==> src/rtl/ddr_bank_timer_pkg.sv <==
package ddr_bank_timer_pkg;

  typedef enum logic [1:0] {
    CMD_ACT = 2'b00,
    CMD_RD  = 2'b01,
    CMD_WR  = 2'b10,
    CMD_PRE = 2'b11
  } cmdCode_e;

  // strobes from control to datapath, one edge each
  typedef struct packed {
    logic doAct;
    logic doRd;
    logic doWr;
    logic doPre;
    logic apFlag;   // address bit 10 of the presented command
    logic illegal;
  } cmdStrobe_t;

  function automatic int ceilDiv(input int num, input int den);
    return (num + den - 1) / den;
  endfunction

  function automatic int maxOf(input int a, input int b);
    return (a > b) ? a : b;
  endfunction

endpackage

==> src/rtl/ddr_bank_ctrl.sv <==
module ddr_bank_ctrl
  import ddr_bank_timer_pkg::*;
#(
  parameter int BANKS  = 4,
  parameter int BANK_W = 2
) (
  input  logic              cmdValid,
  input  logic [1:0]        cmdCode,
  input  logic [BANK_W-1:0] cmdBank,
  input  logic              apBit,
  input  logic [BANKS-1:0]  bankOpen,
  input  logic [BANKS-1:0]  rwRdy,
  input  logic [BANKS-1:0]  preRdy,
  input  logic [BANKS-1:0]  actRdy,
  input  logic              rrdRdy,
  input  logic              wtrRdy,
  output logic              actOk,
  output logic              rdOk,
  output logic              wrOk,
  output logic              preOk,
  output cmdStrobe_t        strobe
);

  cmdCode_e code;
  logic     selOpen;
  logic     granted;

  assign code = cmdCode_e'(cmdCode);

  always_comb begin
    selOpen = bankOpen[cmdBank];
    actOk   = !selOpen && actRdy[cmdBank] && rrdRdy;
    rdOk    = selOpen && rwRdy[cmdBank] && wtrRdy;
    wrOk    = selOpen && rwRdy[cmdBank];
    preOk   = apBit ? (&(~bankOpen | preRdy))
                    : (!selOpen || preRdy[cmdBank]);
    unique case (code)
      CMD_ACT: granted = actOk;
      CMD_RD:  granted = rdOk;
      CMD_WR:  granted = wrOk;
      default: granted = preOk;
    endcase
  end

  always_comb begin
    strobe.doAct   = cmdValid && (code == CMD_ACT) && actOk;
    strobe.doRd    = cmdValid && (code == CMD_RD)  && rdOk;
    strobe.doWr    = cmdValid && (code == CMD_WR)  && wrOk;
    strobe.doPre   = cmdValid && (code == CMD_PRE) && preOk;
    strobe.apFlag  = apBit;
    strobe.illegal = cmdValid && !granted;
  end

endmodule

==> src/rtl/ddr_bank_slot.sv <==
module ddr_bank_slot #(
  parameter int ROW_W    = 13,
  parameter int TW       = 4,
  parameter int AW       = 14,
  parameter int C_RCD    = 3,
  parameter int C_RAS    = 6,
  parameter int C_RASMAX = 16000,
  parameter int C_RP     = 3,
  parameter int C_RC     = 9,
  parameter int C_BURST  = 2,
  parameter int C_WR     = 2
) (
  input  logic             clk,
  input  logic             rstN,
  input  logic             doAct,
  input  logic             doRd,
  input  logic             doWr,
  input  logic             doPre,
  input  logic             autoPre,
  input  logic [ROW_W-1:0] rowIn,
  output logic             isOpen,
  output logic [ROW_W-1:0] openRow,
  output logic             rwRdy,
  output logic             preRdy,
  output logic             actRdy,
  output logic             overdue
);

  localparam logic [TW-1:0] L_RCD   = TW'(C_RCD - 1);
  localparam logic [TW-1:0] L_RAS   = TW'(C_RAS - 1);
  localparam logic [TW-1:0] L_RDPRE = TW'(C_BURST - 1);
  localparam logic [TW-1:0] L_WRPRE = TW'(C_BURST + C_WR - 1);
  localparam logic [TW-1:0] L_RC    = TW'(C_RC - 1);
  localparam logic [TW-1:0] L_RP    = TW'(C_RP - 1);
  localparam logic [TW-1:0] ADD_RP  = TW'(C_RP);
  localparam logic [AW-1:0] AGE_LIM = AW'(C_RASMAX);
  localparam logic [AW-1:0] AGE_HIT = AW'(C_RASMAX - 1);

  logic [TW-1:0] rcdWait, preWait, actWait;
  logic [TW-1:0] rcdNext, preNext, actNext;
  logic [AW-1:0] age;
  logic          closeAp, closePre, closing;

  function automatic logic [TW-1:0] tick(input logic [TW-1:0] w);
    return (w == '0) ? '0 : w - TW'(1);
  endfunction

  function automatic logic [TW-1:0] maxT(input logic [TW-1:0] a, input logic [TW-1:0] b);
    return (a > b) ? a : b;
  endfunction

  assign closeAp  = (doRd || doWr) && autoPre;
  assign closePre = doPre && isOpen;
  assign closing  = closeAp || closePre;

  always_comb begin
    rcdNext = doAct ? L_RCD : tick(rcdWait);

    preNext = tick(preWait);
    if (doAct) preNext = maxT(preNext, L_RAS);
    if (doRd)  preNext = maxT(preNext, L_RDPRE);
    if (doWr)  preNext = maxT(preNext, L_WRPRE);

    actNext = tick(actWait);
    if (doAct)    actNext = maxT(actNext, L_RC);
    if (closeAp)  actNext = maxT(actNext, preNext + ADD_RP);
    if (closePre) actNext = maxT(actNext, L_RP);
  end

  always_ff @(posedge clk or negedge rstN) begin
    if (!rstN) begin
      isOpen  <= 1'b0;
      openRow <= '0;
      rcdWait <= '0;
      preWait <= '0;
      actWait <= '0;
      age     <= '0;
    end else begin
      rcdWait <= rcdNext;
      preWait <= preNext;
      actWait <= actNext;
      if (doAct) begin
        isOpen  <= 1'b1;
        openRow <= rowIn;
        age     <= '0;
      end else if (closing) begin
        isOpen  <= 1'b0;
      end else if (isOpen && (age != AGE_LIM)) begin
        age     <= age + AW'(1);
      end
    end
  end

  assign rwRdy   = (rcdWait == '0);
  assign preRdy  = (preWait == '0);
  assign actRdy  = (actWait == '0);
  assign overdue = isOpen && !closing && (age == AGE_HIT);


  act_on_closed_chk: assert property (@(posedge clk) disable iff (!rstN)
    doAct |-> (!isOpen && actWait == '0));


  act_opens_row_chk: assert property (@(posedge clk) disable iff (!rstN)
    doAct |=> (isOpen && openRow == $past(rowIn)));


  col_after_rcd_chk: assert property (@(posedge clk) disable iff (!rstN)
    (doRd || doWr) |-> (isOpen && rcdWait == '0));


  pre_after_ras_chk: assert property (@(posedge clk) disable iff (!rstN)
    (doPre && isOpen) |-> (preWait == '0));


  overdue_single_chk: assert property (@(posedge clk) disable iff (!rstN)
    overdue |=> !overdue);

endmodule

==> src/rtl/ddr_bank_dp.sv <==
module ddr_bank_dp
  import ddr_bank_timer_pkg::*;
#(
  parameter int BANKS    = 4,
  parameter int BANK_W   = 2,
  parameter int ROW_W    = 13,
  parameter int TW       = 4,
  parameter int AW       = 14,
  parameter int C_RCD    = 3,
  parameter int C_RAS    = 6,
  parameter int C_RASMAX = 16000,
  parameter int C_RP     = 3,
  parameter int C_RC     = 9,
  parameter int C_RRD    = 2,
  parameter int C_BURST  = 2,
  parameter int C_WR     = 2,
  parameter int C_WTR    = 1
) (
  input  logic                   clk,
  input  logic                   rstN,
  input  cmdStrobe_t             strobe,
  input  logic [BANK_W-1:0]      cmdBank,
  input  logic [ROW_W-1:0]       cmdAddr,
  output logic [BANKS-1:0]       bankOpen,
  output logic [BANKS*ROW_W-1:0] bankRow,
  output logic [BANKS-1:0]       rwRdy,
  output logic [BANKS-1:0]       preRdy,
  output logic [BANKS-1:0]       actRdy,
  output logic                   rrdRdy,
  output logic                   wtrRdy,
  output logic                   violation
);

  localparam logic [TW-1:0] L_RRD = TW'(C_RRD - 1);
  localparam logic [TW-1:0] L_WTR = TW'(C_BURST + C_WTR - 1);

  logic [BANKS-1:0] overdueVec;
  logic [TW-1:0]    rrdWait, wtrWait;

  for (genvar g = 0; g < BANKS; g++) begin : gBank
    logic bankHit;
    assign bankHit = (cmdBank == BANK_W'(g));

    ddr_bank_slot #(
      .ROW_W(ROW_W), .TW(TW), .AW(AW),
      .C_RCD(C_RCD), .C_RAS(C_RAS), .C_RASMAX(C_RASMAX),
      .C_RP(C_RP), .C_RC(C_RC), .C_BURST(C_BURST), .C_WR(C_WR)
    ) uSlot (
      .clk    (clk),
      .rstN   (rstN),
      .doAct  (strobe.doAct && bankHit),
      .doRd   (strobe.doRd && bankHit),
      .doWr   (strobe.doWr && bankHit),
      .doPre  (strobe.doPre && (strobe.apFlag || bankHit)),
      .autoPre(strobe.apFlag),
      .rowIn  (cmdAddr),
      .isOpen (bankOpen[g]),
      .openRow(bankRow[g*ROW_W +: ROW_W]),
      .rwRdy  (rwRdy[g]),
      .preRdy (preRdy[g]),
      .actRdy (actRdy[g]),
      .overdue(overdueVec[g])
    );
  end

  always_ff @(posedge clk or negedge rstN) begin
    if (!rstN) begin
      rrdWait   <= '0;
      wtrWait   <= '0;
      violation <= 1'b0;
    end else begin
      if (strobe.doAct)          rrdWait <= L_RRD;
      else if (rrdWait != '0)    rrdWait <= rrdWait - TW'(1);
      if (strobe.doWr)           wtrWait <= L_WTR;
      else if (wtrWait != '0)    wtrWait <= wtrWait - TW'(1);
      violation <= strobe.illegal || (|overdueVec);
    end
  end

  assign rrdRdy = (rrdWait == '0);
  assign wtrRdy = (wtrWait == '0);


  act_spacing_chk: assert property (@(posedge clk) disable iff (!rstN)
    strobe.doAct |-> (rrdWait == '0));


  read_after_write_chk: assert property (@(posedge clk) disable iff (!rstN)
    strobe.doRd |-> (wtrWait == '0));


  dropped_no_change_chk: assert property (@(posedge clk) disable iff (!rstN)
    (strobe.illegal && !(|overdueVec)) |=> $stable(bankOpen));

endmodule

==> src/rtl/ddr_bank_timer.sv <==
module ddr_bank_timer
  import ddr_bank_timer_pkg::*;
#(
  parameter int CLK_PS      = 7500,
  parameter int TRCD_PS     = 20000,
  parameter int TRAS_PS     = 45000,
  parameter int TRAS_MAX_PS = 120000000,
  parameter int TRP_PS      = 20000,
  parameter int TRC_PS      = 65000,
  parameter int TRRD_PS     = 15000,
  parameter int TWR_PS      = 15000,
  parameter int TWTR_CYC    = 1,
  parameter int BURST_LEN   = 4,
  parameter int BANKS       = 4,
  parameter int ROW_W       = 13,
  parameter int AP_BIT      = 10
) (
  input  logic                     clk,
  input  logic                     rstN,
  input  logic                     cmdValid,
  input  logic [1:0]               cmdCode,
  input  logic [$clog2(BANKS)-1:0] cmdBank,
  input  logic [ROW_W-1:0]         cmdAddr,
  output logic                     actOk,
  output logic                     rdOk,
  output logic                     wrOk,
  output logic                     preOk,
  output logic [BANKS-1:0]         bankOpen,
  output logic [BANKS*ROW_W-1:0]   bankRow,
  output logic                     violation
);

  localparam int BANK_W  = $clog2(BANKS);
  localparam int cRcd    = ceilDiv(TRCD_PS, CLK_PS);
  localparam int cRas    = ceilDiv(TRAS_PS, CLK_PS);
  localparam int cRasMax = ceilDiv(TRAS_MAX_PS, CLK_PS);
  localparam int cRp     = ceilDiv(TRP_PS, CLK_PS);
  localparam int cRc     = ceilDiv(TRC_PS, CLK_PS);
  localparam int cRrd    = ceilDiv(TRRD_PS, CLK_PS);
  localparam int cWr     = ceilDiv(TWR_PS, CLK_PS);
  localparam int cBurst  = BURST_LEN / 2;
  localparam int LONGEST = maxOf(maxOf(cRc, cBurst + cWr + cRp),
                                 maxOf(maxOf(cRas + cRp, cRcd),
                                       maxOf(cRrd, cBurst + TWTR_CYC)));
  localparam int TW      = $clog2(LONGEST + 1);
  localparam int AW      = $clog2(cRasMax + 1);

  cmdStrobe_t       strobe;
  logic [BANKS-1:0] rwRdy, preRdy, actRdy;
  logic             rrdRdy, wtrRdy;

  ddr_bank_ctrl #(.BANKS(BANKS), .BANK_W(BANK_W)) uCtrl (
    .cmdValid(cmdValid),
    .cmdCode (cmdCode),
    .cmdBank (cmdBank),
    .apBit   (cmdAddr[AP_BIT]),
    .bankOpen(bankOpen),
    .rwRdy   (rwRdy),
    .preRdy  (preRdy),
    .actRdy  (actRdy),
    .rrdRdy  (rrdRdy),
    .wtrRdy  (wtrRdy),
    .actOk   (actOk),
    .rdOk    (rdOk),
    .wrOk    (wrOk),
    .preOk   (preOk),
    .strobe  (strobe)
  );

  ddr_bank_dp #(
    .BANKS(BANKS), .BANK_W(BANK_W), .ROW_W(ROW_W), .TW(TW), .AW(AW),
    .C_RCD(cRcd), .C_RAS(cRas), .C_RASMAX(cRasMax), .C_RP(cRp),
    .C_RC(cRc), .C_RRD(cRrd), .C_BURST(cBurst), .C_WR(cWr),
    .C_WTR(TWTR_CYC)
  ) uDp (
    .clk      (clk),
    .rstN     (rstN),
    .strobe   (strobe),
    .cmdBank  (cmdBank),
    .cmdAddr  (cmdAddr),
    .bankOpen (bankOpen),
    .bankRow  (bankRow),
    .rwRdy    (rwRdy),
    .preRdy   (preRdy),
    .actRdy   (actRdy),
    .rrdRdy   (rrdRdy),
    .wtrRdy   (wtrRdy),
    .violation(violation)
  );

endmodule

==> config.mk <==
export PLATFORM = sky130hd
export DESIGN_NAME = ddr_bank_timer
export DESIGN_NICKNAME = d
export VERILOG_FILES = /design/src/rtl/ddr_bank_timer_pkg.sv /design/src/rtl/ddr_bank_ctrl.sv /design/src/rtl/ddr_bank_slot.sv /design/src/rtl/ddr_bank_dp.sv /design/src/rtl/ddr_bank_timer.sv
export SDC_FILE = /design/constraint.sdc
export NUM_CORES = 1
export LEC_CHECK = 0
export ABC_AREA = 1
export ABC_CLOCK_PERIOD_IN_PS = 6700
export BUFFER_PORTS_ARGS = -buffer_cell sky130_fd_sc_hd__buf_2
export CAP_MARGIN = 10
export CORE_MARGIN = 3
export CORE_UTILIZATION = 46
export DETAILED_ROUTE_END_ITERATION = 10
export SYNTH_ARGS = -nofsm -noshare
export SYNTH_HDL_FRONTEND = slang
export SYNTH_SLANG_ARGS = --single-unit
export TNS_END_PERCENT = 30
==> constraint.sdc <==
create_clock -name clk -period 6.7 [get_ports clk]
set_input_delay 0.335 -clock clk [delete_from_list [all_inputs] [get_ports clk]]
set_output_delay 0.335 -clock clk [all_outputs]
set_load 0.02 [all_outputs]
==> results.yml <==
finish:
  n_antenna_cell: 0
  final_cells: 1717
  drive_gt1_frac: 0.131
  synthToLayoutAreaGrowth_pct: 12.0
  utilization: 0.534
  num-fill-cells: 2088
  nNetsFinal: 1485
synthesis:
  synthSimpleGateAreaFrac: 0.306
  ys_types: 48
  syn_area_per_cell_sq_um: 7.52
  ys_ff_latch: 169
  synth_top_family_by_area: "simple AND/OR/NAND/NOR gates"
  synth-edff-count: 0
  synth_xor_xnor_area_share: 0.0309
  synth_compound_area_frac: 0.113
  ys_seq_area_frac: 0.414
  synth_fp_nets: 1413
  ys.flop_type: "dfrtp_1"
  ys_async_sr_fraction: 1.00
  yosysMostFrequentCell: "nand2_1"
  yosysWarnings: 0
  synth_top_area_share: 0.414
  yosys.area.top_type: "dfrtp_1"
  synthMuxAreaShare: 0.000980
  synth_fa_ha_area_frac: 0.0441
  syn_area_sq_um: 10200
  yosys-top-cells-count: "368 x nand2_1, 179 x inv_1, 169 x dfrtp_1"
  netlist_instances: 1357
  synth_area_leaders: "dfrtp_1 41%, nand2_1 14%, inv_1 6.6%"
place:
  gp_congestion: 0.880
  dp_hpwl_mm: 17.7
  place_inst: 1685
  port_buffers: 80
clocking:
  cts_hold_buf: 0
  htreeDepth: 4
  cts_buffers: 17
  cts_resized: 0
  clk_latency_ns: 0.44
  clockBufferDepth: 2
  cts_root_buf: "clkbuf_16"
  clkSinkCount: 169
  cts_setup_buffers: 0
  cts_tree: "yes"
  clk_pin_slew_ns: 0.08
status:
  failed_checks: "negative hold slack"
  status: "complete, but fails checks"
worst_setup_path:
  cp_top_family: "simple AND/OR/NAND/NOR gates"
  path_common_cell: "nand2_1"
  required_ns: 7.02
  cp_max_fo: 34
  crit_type: "register to register"
  slowest_stage: "nand3_2"
  worst_path_largest_cell_delay_ns: 0.52
  end_kind: "register"
  r2r_start: "uDp.rrdWait[0]$_DFFE_PN0P_"
  cp-startpoint: "uDp.rrdWait[0]$_DFFE_PN0P_"
  rrSetupSlack_ns: 2.31
  start_kind: "register"
  crit_buf_inv: 9
  cp_data_arrival_time_ns: 4.71
routing:
  viasPerCell: 5.12
  drc: 0
  dr.pass1.iters: 5
  routedWlPerCell_microns: 14.0
  drt_iter0_drc: 757
  via_count: 8787
  finalWirelength_mm: 24.1
  antenna_left: 0
power:
  cellPowerDensity_nw_per_um2: 424
  comb_power_share: 0.454
  p_seq_frac: 0.331
  power_switching_w: 0.00216
  peakVddDrop_mv: 0.196
  p_int_w: 0.00269
  power_w: 0.00485
  p_clk_frac: 0.215
  p_sw_frac: 0.446
  power_leakage_nw: 5.96
sta:
  clock_skew_ns: 0.0173
  tightest_slew_ns: 0.944
  fmax_ghz: 0.228
  period_minus_slack_ns: 4.39
  slew_viol_final: 0
  setup_viol: 0
  relSlewSlack: 0.370
  period_share: 0.655
  hold_viol: 5
  rsz0062_at_grt: "false"
  worst_hold_slack_ns: -0.00518
  tns_ns: 0
grt:
  grt_pass1_vias: 8325
  grt_max_degree: 99
  grt_use_total: 0.210
  grt-ovfl-total: 0
  antenna_found_initial: 0
  grt_pass1_wl_mm: 41.8
die:
  design.die.area_sq_um: 24000
  fp.dieH_microns: 155
  die_x_microns: 155
  fp-row-count: 53
  ios: 81
  start_util: 0.477
  core_area_sq_um: 21400
run:
  max_cap_viol_count: 0
min_path:
  hold_path.class: "input pin to async pin"
[through the flow]
stage | setup WS, ns | hold WS (ns) | cell area (sq um)
3_3_place_gp | 2.48 | 0.452 | 10800
4_1_cts | 2.33 | 0.0194 | 11400
3_5_place_dp | 2.35 | 0.457 | 10800
6_report | 2.31 | -0.00518 | 11400
5_1_grt | 1.75 | 0.0634 | 11400
2_1_floorplan | 3.16 | 0.0394 | 10200
[power groups by stage]
stage | clock network (W) | logic [W] | registers [W]
2_1_floorplan | 0 | 0.00172 | 0.00162
6_report | 0.00104 | 0.00220 | 0.00161
3_5_place_dp | 0 | 0.00221 | 0.00162
5_1_grt | 0.00111 | 0.00259 | 0.00165
4_1_cts | 0.00107 | 0.00222 | 0.00161
3_3_place_gp | 0 | 0.00217 | 0.00162
[worst register-to-register path: cells and delay by family, from the launching register on]
family                     cells  cell delay [ns]
and+or+nand+nor               14             2.23
adders and majority gates      3             0.66
buffers and inverters          9             0.65
DFF                            1             0.38
AOI/OAI and AO/OA              4             0.37
[layer usage]
metal,track usage,share of wire,up-vias
met5,0,0,-
met4,0.0547,0.016,0
met3,0.0281,0.031,28
met2,0.343,0.47,135
met1,0.296,0.48,4085
li1,-,-,4539
[sequential cells by signal, indices dropped and copies added, names as in the netlist, 4 cells and up]
| signal | flops |
|---|---|
| uDp.gBank.uSlot.age | 56 |
| uDp.gBank.uSlot.openRow | 52 |
| uDp.gBank.uSlot.actWait | 16 |
| uDp.gBank.uSlot.preWait | 16 |
| uDp.gBank.uSlot.rcdWait | 16 |
| uDp.gBank.uSlot.isOpen | 4 |
| uDp.rrdWait | 4 |
| uDp.wtrWait | 4 |
[worst paths after layout]
| kind | to | depth (start not counted) |
|---|---|---|
| max in group asynchronous | uDp.gBank[0].uSlot.preWait[1]$_DFF_PN0_ | 2 |
| max | uDp.gBank[3].uSlot.actWait[0]$_DFF_PN0_ | 30 |
| min reg2reg | uDp.gBank[1].uSlot.rcdWait[0]$_DFF_PN0_ | 1 |
| min in group clk | uDp.gBank[2].uSlot.openRow[4]$_DFFE_PN0N_ | 3 |
| min | uDp.gBank[1].uSlot.openRow[1]$_DFFE_PN0N_ | 1 |
| max reg2reg | uDp.gBank[3].uSlot.actWait[0]$_DFF_PN0_ | 30 |
[cells in the final DEF (no fill, tap or decap), types with 3 or more instances in the layout]
cell type	synthesis	routed
nor2_2	6	6
buf_4	9	3
o21ai_1	19	19
o21ai_2	3	3
nand2_2	8	8
clkbuf_16	0	17
dfrtp_1	169	169
a21oi_2	3	3
inv_1	179	179
o31ai_1	33	33
xnor2_1	3	3
xor2_1	33	33
inv_6	0	3
nand2_1	368	368
buf_2	3	79
nand2_4	7	7
o211ai_1	8	8
a211oi_1	6	6
or2_2	5	5
a21oi_1	17	17
nor2_1	95	95
ha_1	36	36
inv_2	19	19
nor4_1	11	11
nand3_2	7	7
nand4_1	14	14
and2_1	3	3
nand3b_1	7	7
nor2_4	7	7
o21ai_0	98	98
nor3_1	27	27
clkinv_4	0	3
nand3_1	113	113
inv_8	0	6
[cell type report]
type | count | area [sq um] | share of cell area
inverter | 202 | 763 | 0.0667
clock inverter | 15 | 196 | 0.0172
clock buffer | 17 | 425 | 0.0372
multi-input combinational | 956 | 5050 | 0.442
sequential | 169 | 4230 | 0.370
tap | 275 | 344 | 0.0301
timing repair buffer | 83 | 429 | 0.0375
[logic make-up (layout without fill, tap and decap cells)]
kind of cell | after synthesis | count (layout)
AO/OA/AOI/OAI | 197 | 197
multiplexers | 1 | 1
buffers and inverters | 232 | 317
XOR/XNOR | 36 | 36
adder cells (fa/ha/maj) | 36 | 36
AND/OR/NAND/NOR | 686 | 686
flip-flops | 169 | 169
Power figures use the tool's default switching activity.
